$ cat config.mk
export PLATFORM = sky130hd
export DESIGN_NAME = isr_hub
export DESIGN_NICKNAME = d
export VERILOG_FILES = /design/src/rtl/isr_pkg.sv /design/src/rtl/isr_summary.sv /design/src/rtl/isr_sticky.sv /design/src/rtl/isr_rst_pulse.sv /design/src/rtl/isr_hub.sv
export SDC_FILE = /design/constraint.sdc
export NUM_CORES = 1
export LEC_CHECK = 0
export ABC_AREA = 1
export BUFFER_PORTS_ARGS = -buffer_cell sky130_fd_sc_hd__buf_2
export CAP_MARGIN = 30
export CORE_MARGIN = 4
export CORE_UTILIZATION = 40
export CTS_BUF_LIST = sky130_fd_sc_hd__clkbuf_16
export CTS_CLUSTER_DIAMETER = 100
export DETAILED_ROUTE_END_ITERATION = 8
export PLACE_DENSITY = 0.72
export SYNTH_ARGS = -nofsm -noshare
export SYNTH_HDL_FRONTEND = slang
export SYNTH_SLANG_ARGS = --single-unit
$ cat constraint.sdc
create_clock -name clk -period 1 [get_ports clk]
set_input_delay 0.1 -clock clk [delete_from_list [all_inputs] [get_ports clk]]
set_output_delay 0.1 -clock clk [all_outputs]
set_load 0.01 [all_outputs]
$ cat src/rtl/isr_pkg.sv
package isr_pkg;
  localparam int BIT_SYNC = 7;
  localparam int BIT_CI   = 6;
  localparam int BIT_TMR  = 5;
  localparam int BIT_WDOG = 4;
  localparam int BIT_XCVR = 3;
  localparam int BIT_MON  = 2;
  localparam int BIT_LINK = 1;

  localparam int N_LOCAL  = 2;
  localparam int LOC_TMR  = 0;
  localparam int LOC_WDOG = 1;

  function automatic logic [7:0] pack_status(
    input logic sync_f, input logic ci_f, input logic tmr_f, input logic wdog_f,
    input logic xcvr_f, input logic mon_f, input logic link_f);
    logic [7:0] s;
    s = 8'h00;
    s[BIT_SYNC] = sync_f;
    s[BIT_CI]   = ci_f;
    s[BIT_TMR]  = tmr_f;
    s[BIT_WDOG] = wdog_f;
    s[BIT_XCVR] = xcvr_f;
    s[BIT_MON]  = mon_f;
    s[BIT_LINK] = link_f;
    return s;
  endfunction

  function automatic logic masked_any(input logic [7:0] stat, input logic [7:0] msk);
    return |(stat & msk);
  endfunction
endpackage

$ cat src/rtl/isr_summary.sv
module isr_summary #(
  parameter int W = 4
) (
  input  logic [W-1:0] src,
  output logic         sum_o
);
  always_comb sum_o = |src;
endmodule

$ cat src/rtl/isr_sticky.sv
module isr_sticky (
  input  logic clk,
  input  logic rst_n,
  input  logic set_i,
  input  logic clr_i,
  output logic flag_o
);
  always_ff @(posedge clk or negedge rst_n) begin
    if (!rst_n)     flag_o <= 1'b0;
    else if (set_i) flag_o <= 1'b1;
    else if (clr_i) flag_o <= 1'b0;
  end

  AST_FLAG_STICKY: assert property (@(posedge clk) disable iff (!rst_n)
    (flag_o && !clr_i) |=> flag_o);
  AST_SET_WINS: assert property (@(posedge clk) disable iff (!rst_n)
    set_i |=> flag_o);
  AST_CLR_DROPS: assert property (@(posedge clk) disable iff (!rst_n)
    (clr_i && !set_i) |=> !flag_o);
endmodule

$ cat src/rtl/isr_rst_pulse.sv
module isr_rst_pulse #(
  parameter int LEN = 4
) (
  input  logic clk,
  input  logic rst_n,
  input  logic trig_i,
  output logic pulse_o
);
  localparam int CW = $clog2(LEN + 1);
  logic [CW-1:0] cnt_q;

  always_ff @(posedge clk or negedge rst_n) begin
    if (!rst_n)            cnt_q <= '0;
    else if (trig_i)       cnt_q <= CW'(LEN);
    else if (cnt_q != '0)  cnt_q <= cnt_q - 1'b1;
  end

  always_comb pulse_o = (cnt_q != '0);

  AST_PULSE_START: assert property (@(posedge clk) disable iff (!rst_n)
    trig_i |=> pulse_o);
  AST_PULSE_END: assert property (@(posedge clk) disable iff (!rst_n)
    (!trig_i && !pulse_o) |=> !pulse_o);
endmodule

$ cat src/rtl/isr_hub.sv
module isr_hub #(
  parameter int         AW        = 8,
  parameter logic [7:0] STAT_ADDR = 8'h3C,
  parameter logic [7:0] MASK_ADDR = 8'h3D,
  parameter int         CI_W      = 2,
  parameter int         XCVR_W    = 4,
  parameter int         MON_W     = 2,
  parameter int         LINK_W    = 6,
  parameter int         RST_LEN   = 4
) (
  input  logic              clk,
  input  logic              rst_n,
  input  logic [AW-1:0]     bus_addr,
  input  logic              bus_rd,
  input  logic              bus_wr,
  input  logic [7:0]        bus_wdata,
  output logic [7:0]        bus_rdata,
  input  logic              tmr_evt,
  input  logic              wdog_evt,
  input  logic              term_mode,
  input  logic              sync_evt,
  input  logic              sync_en,
  input  logic [CI_W-1:0]   ci_stat,
  input  logic [XCVR_W-1:0] xcvr_stat,
  input  logic [MON_W-1:0]  mon_stat,
  input  logic [LINK_W-1:0] link_stat,
  output logic              irq_o,
  output logic              host_rst_o
);
  import isr_pkg::*;

  localparam logic [AW-1:0] A_STAT = AW'(STAT_ADDR);
  localparam logic [AW-1:0] A_MASK = AW'(MASK_ADDR);

  // named internal events
  logic stat_rd, mask_wr, mask_rd, tmr_set, wdog_set;
  logic ci_f, xcvr_f, mon_f, link_f, sync_f;
  logic [N_LOCAL-1:0] loc_set, loc_flag;
  logic [7:0] status_w, mask_q;

  always_comb begin
    stat_rd  = bus_rd && (bus_addr == A_STAT);
    mask_rd  = bus_rd && (bus_addr == A_MASK);
    mask_wr  = bus_wr && (bus_addr == A_MASK);
    tmr_set  = tmr_evt;
    wdog_set = wdog_evt && term_mode;
    sync_f   = sync_evt && sync_en;
    loc_set[LOC_TMR]  = tmr_set;
    loc_set[LOC_WDOG] = wdog_set;
  end

  genvar g;
  generate
    for (g = 0; g < N_LOCAL; g++) begin : g_local
      isr_sticky u_flag (
        .clk   (clk),
        .rst_n (rst_n),
        .set_i (loc_set[g]),
        .clr_i (stat_rd),
        .flag_o(loc_flag[g])
      );
    end
  endgenerate

  isr_summary #(.W(CI_W))   u_sum_ci   (.src(ci_stat),   .sum_o(ci_f));
  isr_summary #(.W(XCVR_W)) u_sum_xcvr (.src(xcvr_stat), .sum_o(xcvr_f));
  isr_summary #(.W(MON_W))  u_sum_mon  (.src(mon_stat),  .sum_o(mon_f));
  isr_summary #(.W(LINK_W)) u_sum_link (.src(link_stat), .sum_o(link_f));

  isr_rst_pulse #(.LEN(RST_LEN)) u_rst (
    .clk    (clk),
    .rst_n  (rst_n),
    .trig_i (wdog_set),
    .pulse_o(host_rst_o)
  );

  always_comb status_w = pack_status(sync_f, ci_f, loc_flag[LOC_TMR], loc_flag[LOC_WDOG],
                                     xcvr_f, mon_f, link_f);

  always_ff @(posedge clk or negedge rst_n) begin
    if (!rst_n)       mask_q <= 8'hFF;
    else if (mask_wr) mask_q <= bus_wdata;
  end

  always_ff @(posedge clk or negedge rst_n) begin
    if (!rst_n)       bus_rdata <= 8'h00;
    else if (stat_rd) bus_rdata <= status_w;
    else if (mask_rd) bus_rdata <= mask_q;
    else if (bus_rd)  bus_rdata <= 8'h00;
  end

  always_comb irq_o = masked_any(status_w, mask_q);

  AST_RD_SEES_TMR: assert property (@(posedge clk) disable iff (!rst_n)
    (stat_rd && loc_flag[LOC_TMR]) |=> bus_rdata[BIT_TMR]);
  AST_WDOG_GATE: assert property (@(posedge clk) disable iff (!rst_n)
    (!term_mode && !loc_flag[LOC_WDOG] && !stat_rd) |=> !loc_flag[LOC_WDOG]);
  AST_RDATA_HOLD: assert property (@(posedge clk) disable iff (!rst_n)
    !bus_rd |=> $stable(bus_rdata));
  AST_BIT0_ZERO: assert property (@(posedge clk) disable iff (!rst_n)
    stat_rd |=> !bus_rdata[0]);
endmodule

# After elaboration in Yosys (flattened, before gate mapping)
# Cells that the tools add are included.
# word_totals
register_bits	21
inputBits	39
output_inout_bits	10
# classes
add_sub_neg	1
eq_ne	2
mux	8
bitwise	1
n_reduce_logical	15
# ops
operator	count
8-bit 2-to-1 mux	3
8-bit by 6-bit equality test with 1-bit output (second input constant)	2
8-bit bitwise AND	1
8-bit OR reduction	1
3-bit 2-to-1 mux	2
2-bit nonzero test	3
3-bit nonzero test	2
6-bit OR reduction	1
1-bit logical AND	5
2-bit OR reduction	2
4-bit OR reduction	1
1-bit 2-to-1 mux	3
3-bit by 1-bit subtractor with 3-bit output (second input constant)	1

# Logic depth before layout (Yosys ltp)
# depth
word_depth	4
mapped_depth	8
depth_no_buf	7

# Modules after synthesis
# A second synthesis with hierarchy kept.
# hier_totals
cells_unflattened	147
hier_area_um2	1182.4
# by_module_without_submodules
mod	instances	cells_each	area_per_inst_um2	seq_area_each_um2
isr_hub	1	102	878.3	410.4
isr_rst_pulse	1	22	173.9	75.1
isr_sticky	2	5	40.0	25.0
isr_summary (u_sum_ci ...)	3	3	11.3	0.0
isr_summary (u_sum_link)	1	4	16.3	0.0

# Least setup slack after synthesis
# No wires, ideal clock.
# synth_timing
kind	flip-flop to flip-flop
from	register u_rst.cnt_q[0]
to	register u_rst.cnt_q[1]
setup_time_ps	83
arrival_time_ps	990
path_slack_ps	-73
stages_incl_launch_ff	7
path_buffers	0
period_less_slack_ps	1073
path_cell_list	dfrtp_1 > inv_1 > ha_1 > nand2_1 > a21oi_1 > nand2_1 > o21ai_0
# synth_lines
item	line	source
from (decl)	isr_rst_pulse.sv:10	logic [CW-1:0] cnt_q;
from (signal assigned)	isr_rst_pulse.sv:14	else if (trig_i) cnt_q <= CW'(LEN);
from (signal assigned)	isr_rst_pulse.sv:15	else if (cnt_q != '0) cnt_q <= cnt_q - 1'b1;
3-bit nonzero test	n/a	
named net host_rst_o	isr_hub.sv:28	output logic host_rst_o
2-bit nonzero test (no source line)	n/a	
# The timed path passes the listed nets, and every way through them passes these cells. The select of a mux whose other input is x is not followed.
# A chain may end at the register's enable or synchronous reset.

# Worst setup path in the final report
# layout_timing
from	register mask_q[5]
to	output irq_o
# layout_between
elab_chain_len	2
# layout_rtl
item	line	source
from (decl)	isr_hub.sv:39	logic [7:0] status_w, mask_q;
from (signal assigned)	isr_hub.sv:82	else if (mask_wr) mask_q <= bus_wdata;
8-bit bitwise AND	isr_pkg.sv:30	return |(stat & msk);
8-bit OR reduction	isr_pkg.sv:30	
to (decl)	isr_hub.sv:27	output logic irq_o,
# Every way passes these cells.

==> metrics.md <==
| Metric | Value |
|---|---|
| Gr ovfl total | `0` |
| Die height | `about 62 um` |
| Sw frac | `between 20% and 30%` |
| Initial antenna violation count | `0` |
| Critical Path Max Stage Delay | `520 ps` |
| Slew @ Worst Pin | `~460 ps` |
| Setup_tns | `-439 ps` |
| Num rows | `19` |
| Post-synth top flop | `dfrtp_1` |
| Status | `finished with violations` |
| CP Class | `reg2out` |
| Peak supply drop | `approximately 0.0016 V` |
| Clk pwr share | `roughly 30%` |
| Post-synth EDFFs | `0` |
| Complex-gate fraction of the synthesized area | `a little over 8%` |
| Routed wire length | `~2800 um` |
| Pre-CTS setup slack | `-89.6 ps` |
| Core area | `2760 sq um` |
| Vias in the first global route | `1,068` |
| Worst setup margin | `-205 ps` |
| Clock Skew | `approximately 2 ps` |
| Die area | `~3800 sq um` |
| Synth top area share | `~28%` |
| Placed inst area | `roughly 1500 sq um` |
| R2R setup slack | `-50 ps` |
| Post-route ant nets | `0` |
| Gate Count Post-Synth | `137` |
| GR Util All Layers | `~16%` |
| Pleak | `about 0.93 nW` |
| Layout Nets | `roughly 250` |
| Synth unique cells | `21` |
| Synth Area in Simple Gates | `between 30% and 40%` |
| Drt pass-1 iters | `4` |
| Synth top cells by count | `nand2_1 (36), inv_1 (17), nand3_1 (17), dfrtp_1 (13)` |
| Top post-synthesis cells by area | `dfrtp_1 (28%), dfstp_2 (18%), nand2_1 (12%), nand3_1 (7.4%), o21ai_2 (6.1%)` |
| Initial Util | `between 40% and 50%` |
| Clk_lat worst skew | `roughly 250 ps` |
| IO Pins | `49` |
| Synth Cell Area | `1150 sq um` |
| Hold Violations, Final | `0` |
| Arrival time worst endpoint | `1110 ps` |
| Startpoint Class | `register` |
| Post-route cell area | `between 1500 and 2000 sq um` |
| Chip width | `roughly 62 um` |
| Ys async rst share | `100%` |
| Largest family of logic cells by synthesized area | `simple AND/OR/NAND/NOR gates` |
| DR DRC count | `0` |
| Post-Layout Cell Count | `234` |
| Clk sink count | `21` |
| R2R cell count | `6` |
| FF-to-FF End | `u_rst.cnt_q[1]` |
| Dpl hpwl | `about 2200 um` |
| Worst-path clk slew | `about 60 ps` |
| Hold crit path type | `in2reg` |
| Seq/Total Area, Yosys | `a little under half` |
| Final setup viols | `5` |
| Placed Instances | `around 220` |
| RSZ-0062 raised after global routing | `yes` |
| Global placer's final weighted congestion | `between 0.9 and 1` |
| Worst Hold Path Cells | `3` |
| Largest net degree at the start of global routing | `22` |
| XOR/XNOR Fraction of Synth Area | `less than 1%` |
| Max Freq | `approximately 830 MHz` |
| DR vias | `around 1,100` |
| Leading area contributor after synthesis | `dfrtp_1` |
| Warnings from Yosys | `0` |
| Worst slew margin | `~69%` |
| CTS tree | `built` |
| H-tree depth | `1` |
| Final Cycle Share | `121%` |
| Worst EP required | `900 ps` |
| Power density of the placed cells | `around 1600 nW/um^2` |
| Combinational Power Share | `a little over a third` |
| Int Pwr | `just over 0.002 W` |
| Max_cap viols | `0` |
| Synthesized area per cell | `roughly 8.4 sq um` |
| Power Total | `0.00283 W` |
| Iteration-0 DRC Markers | `57` |
| CTS Buffer Depth | `2` |
| Ant diodes | `0` |
| CP Cell Sequence | `nand2_1 -> nand3_2 -> nor2_2 -> nand3_2 -> buf_6` |
| Via density per instance | `approximately 4.8` |
| Net switching power | `0.000802 W` |
| Kind of end point of the critical path | `output pin` |
| Syn nets | `around 180` |
| HP Start | `tmr_evt` |
| Reg power frac | `around 36%` |
| Most common cell in the netlist | `nand2_1` |
| Adder-Cell Fraction of Synth Area | `under 10%` |
| TritonCTS Buffers | `3` |
| First-pass GRT wire length | `around 4400 um` |
| WL per Instance | `approximately 12 um` |
| Slowest CP cell | `dfstp_2` |
| R2r startpoint | `u_rst.cnt_q[0]` |
| Failing checks | `negative setup slack` |
| Hold EP | `g_local[0].u_flag.flag_o` |
| Flop and latch count out of synthesis | `21` |
| I/O Buffers | `48` |
| Min cycle time layout | `around 1200 ps` |
| Final slew viol count | `0` |
| Root cell of the clock tree | `clkbuf_16` |
| Post-synthesis mux area share | `0%` |
| Area growth syn-to-layout | `49.1%` |
| Max FO, Critical Path | `2` |
| Worst path most repeated cell | `nand3_2` |
| Share of cells above drive strength 1 | `approximately 54%` |
[how the worst max path moves through the flow]
| stage | startpoint | to | slack (ps) | cells after the start |
|---|---|---|---|---|
| 6_report | mask_q[5] | irq_o | -210 | 5 |
| 5_1_grt | g_local[0].u_flag.flag_o | irq_o | -290 | 5 |
| 4_1_cts | mask_q[4] | irq_o | -240 | 5 |
| 3_5_place_dp | u_rst.cnt_q[1] | u_rst.cnt_q[1] | -90 | 6 |
| 3_3_place_gp | mon_stat[1] | irq_o | -2 | 7 |
| 2_1_floorplan | u_rst.cnt_q[0] | u_rst.cnt_q[1] | 5 | 6 |
[final cells by class]
| cell class | count | area, sq um |
|---|---|---|
| clock buffers | 3 | 75.1 |
| clock inverters | 1 | 5.00 |
| fillers | 237 | 1040 |
| inverters | 18 | 70.1 |
| multi-input cells | 95 | 602 |
| flip-flops and latches | 21 | 536 |
| well taps | 31 | 38.8 |
| repair buffers | 65 | 390 |
[worst max-delay path, delay by kind of cell, from the launching register on]
family,cells,cell delay (ps)
simple gates,4,230
buf+inv,1,100
flops,1,520
[state kept, by name, summed over array words and instances, names as in the netlist]
signal and flops:
bus_rdata 8, g_local.u_flag.flag_o 2, mask_q 8, u_rst.cnt_q 3
[per-layer routing]
| metal | up-vias | GRT usage, % | share of wire [%] |
|---|---|---|---|
| met5 | - | 0 | 0 |
| met4 | 0 | 6.97 | 1.5 |
| met3 | 5 | 3.14 | 8.3 |
| met2 | 44 | 26.3 | 52 |
| met1 | 511 | 20.0 | 38 |
| li1 | 574 | - | - |
[cell usage in the layout (no fill, tap or decap)]
master          n
nand3_4         1
nor2_1          6
nor2_4          1
dfstp_2         8
clkbuf_16       3
buf_6           4
buf_2          46
nand2_1        34
clkinv_2        1
nand3_1        15
nand2_4         1
ha_4            2
nand3_2         2
o21ai_2        10
xnor2_2         1
buf_4          14
nand2_2         6
o21ai_1         1
a21oi_4         1
nand4_1         8
dfrtp_1        13
nor2_8          1
nor2_2          2
dlygate4sd3_1   1
or2_2           2
inv_4           1
inv_1          15
inv_2           2
a21oi_2         1
[logic make-up (layout without fill, tap and decap cells)]
kind of cell,Yosys count,count (layout)
simple gates,79,79
fa+ha+maj,2,2
xor+xnor,1,1
flops,21,21
buf+inv,21,87
compound gates,13,13
[power by group through the flow]
stage / Clock, W / Combinational, W / Sequential (W)
after CTS: 0.000853 / 0.000864 / 0.00101
after detailed placement: 0 / 0.000551 / 0.00101
after global placement: 0 / 0.000518 / 0.000998
final: 0.000833 / 0.000983 / 0.00101
after global routing: 0.000881 / 0.00109 / 0.00101
after floorplan: 0 / 0.000318 / 0.000997
[through the flow]
step	util, %	hold WS, ps
after floorplan	-	-196
after global placement	54.0	73.4
after detailed placement	54.0	77.4
after CTS	60.5	32.5
after global routing	62.3	40.6
final	62.3	32.1
[repair_timing]
item                                   CTS  global route
endpoints found under the hold margin   13             0
hold buffers                             1             0
buffers inserted                         3             3
pin swaps                                4             8
setup endpoints to repair                5             5
gates resized for setup                 17             6
(Power assumes the default switching activity.)
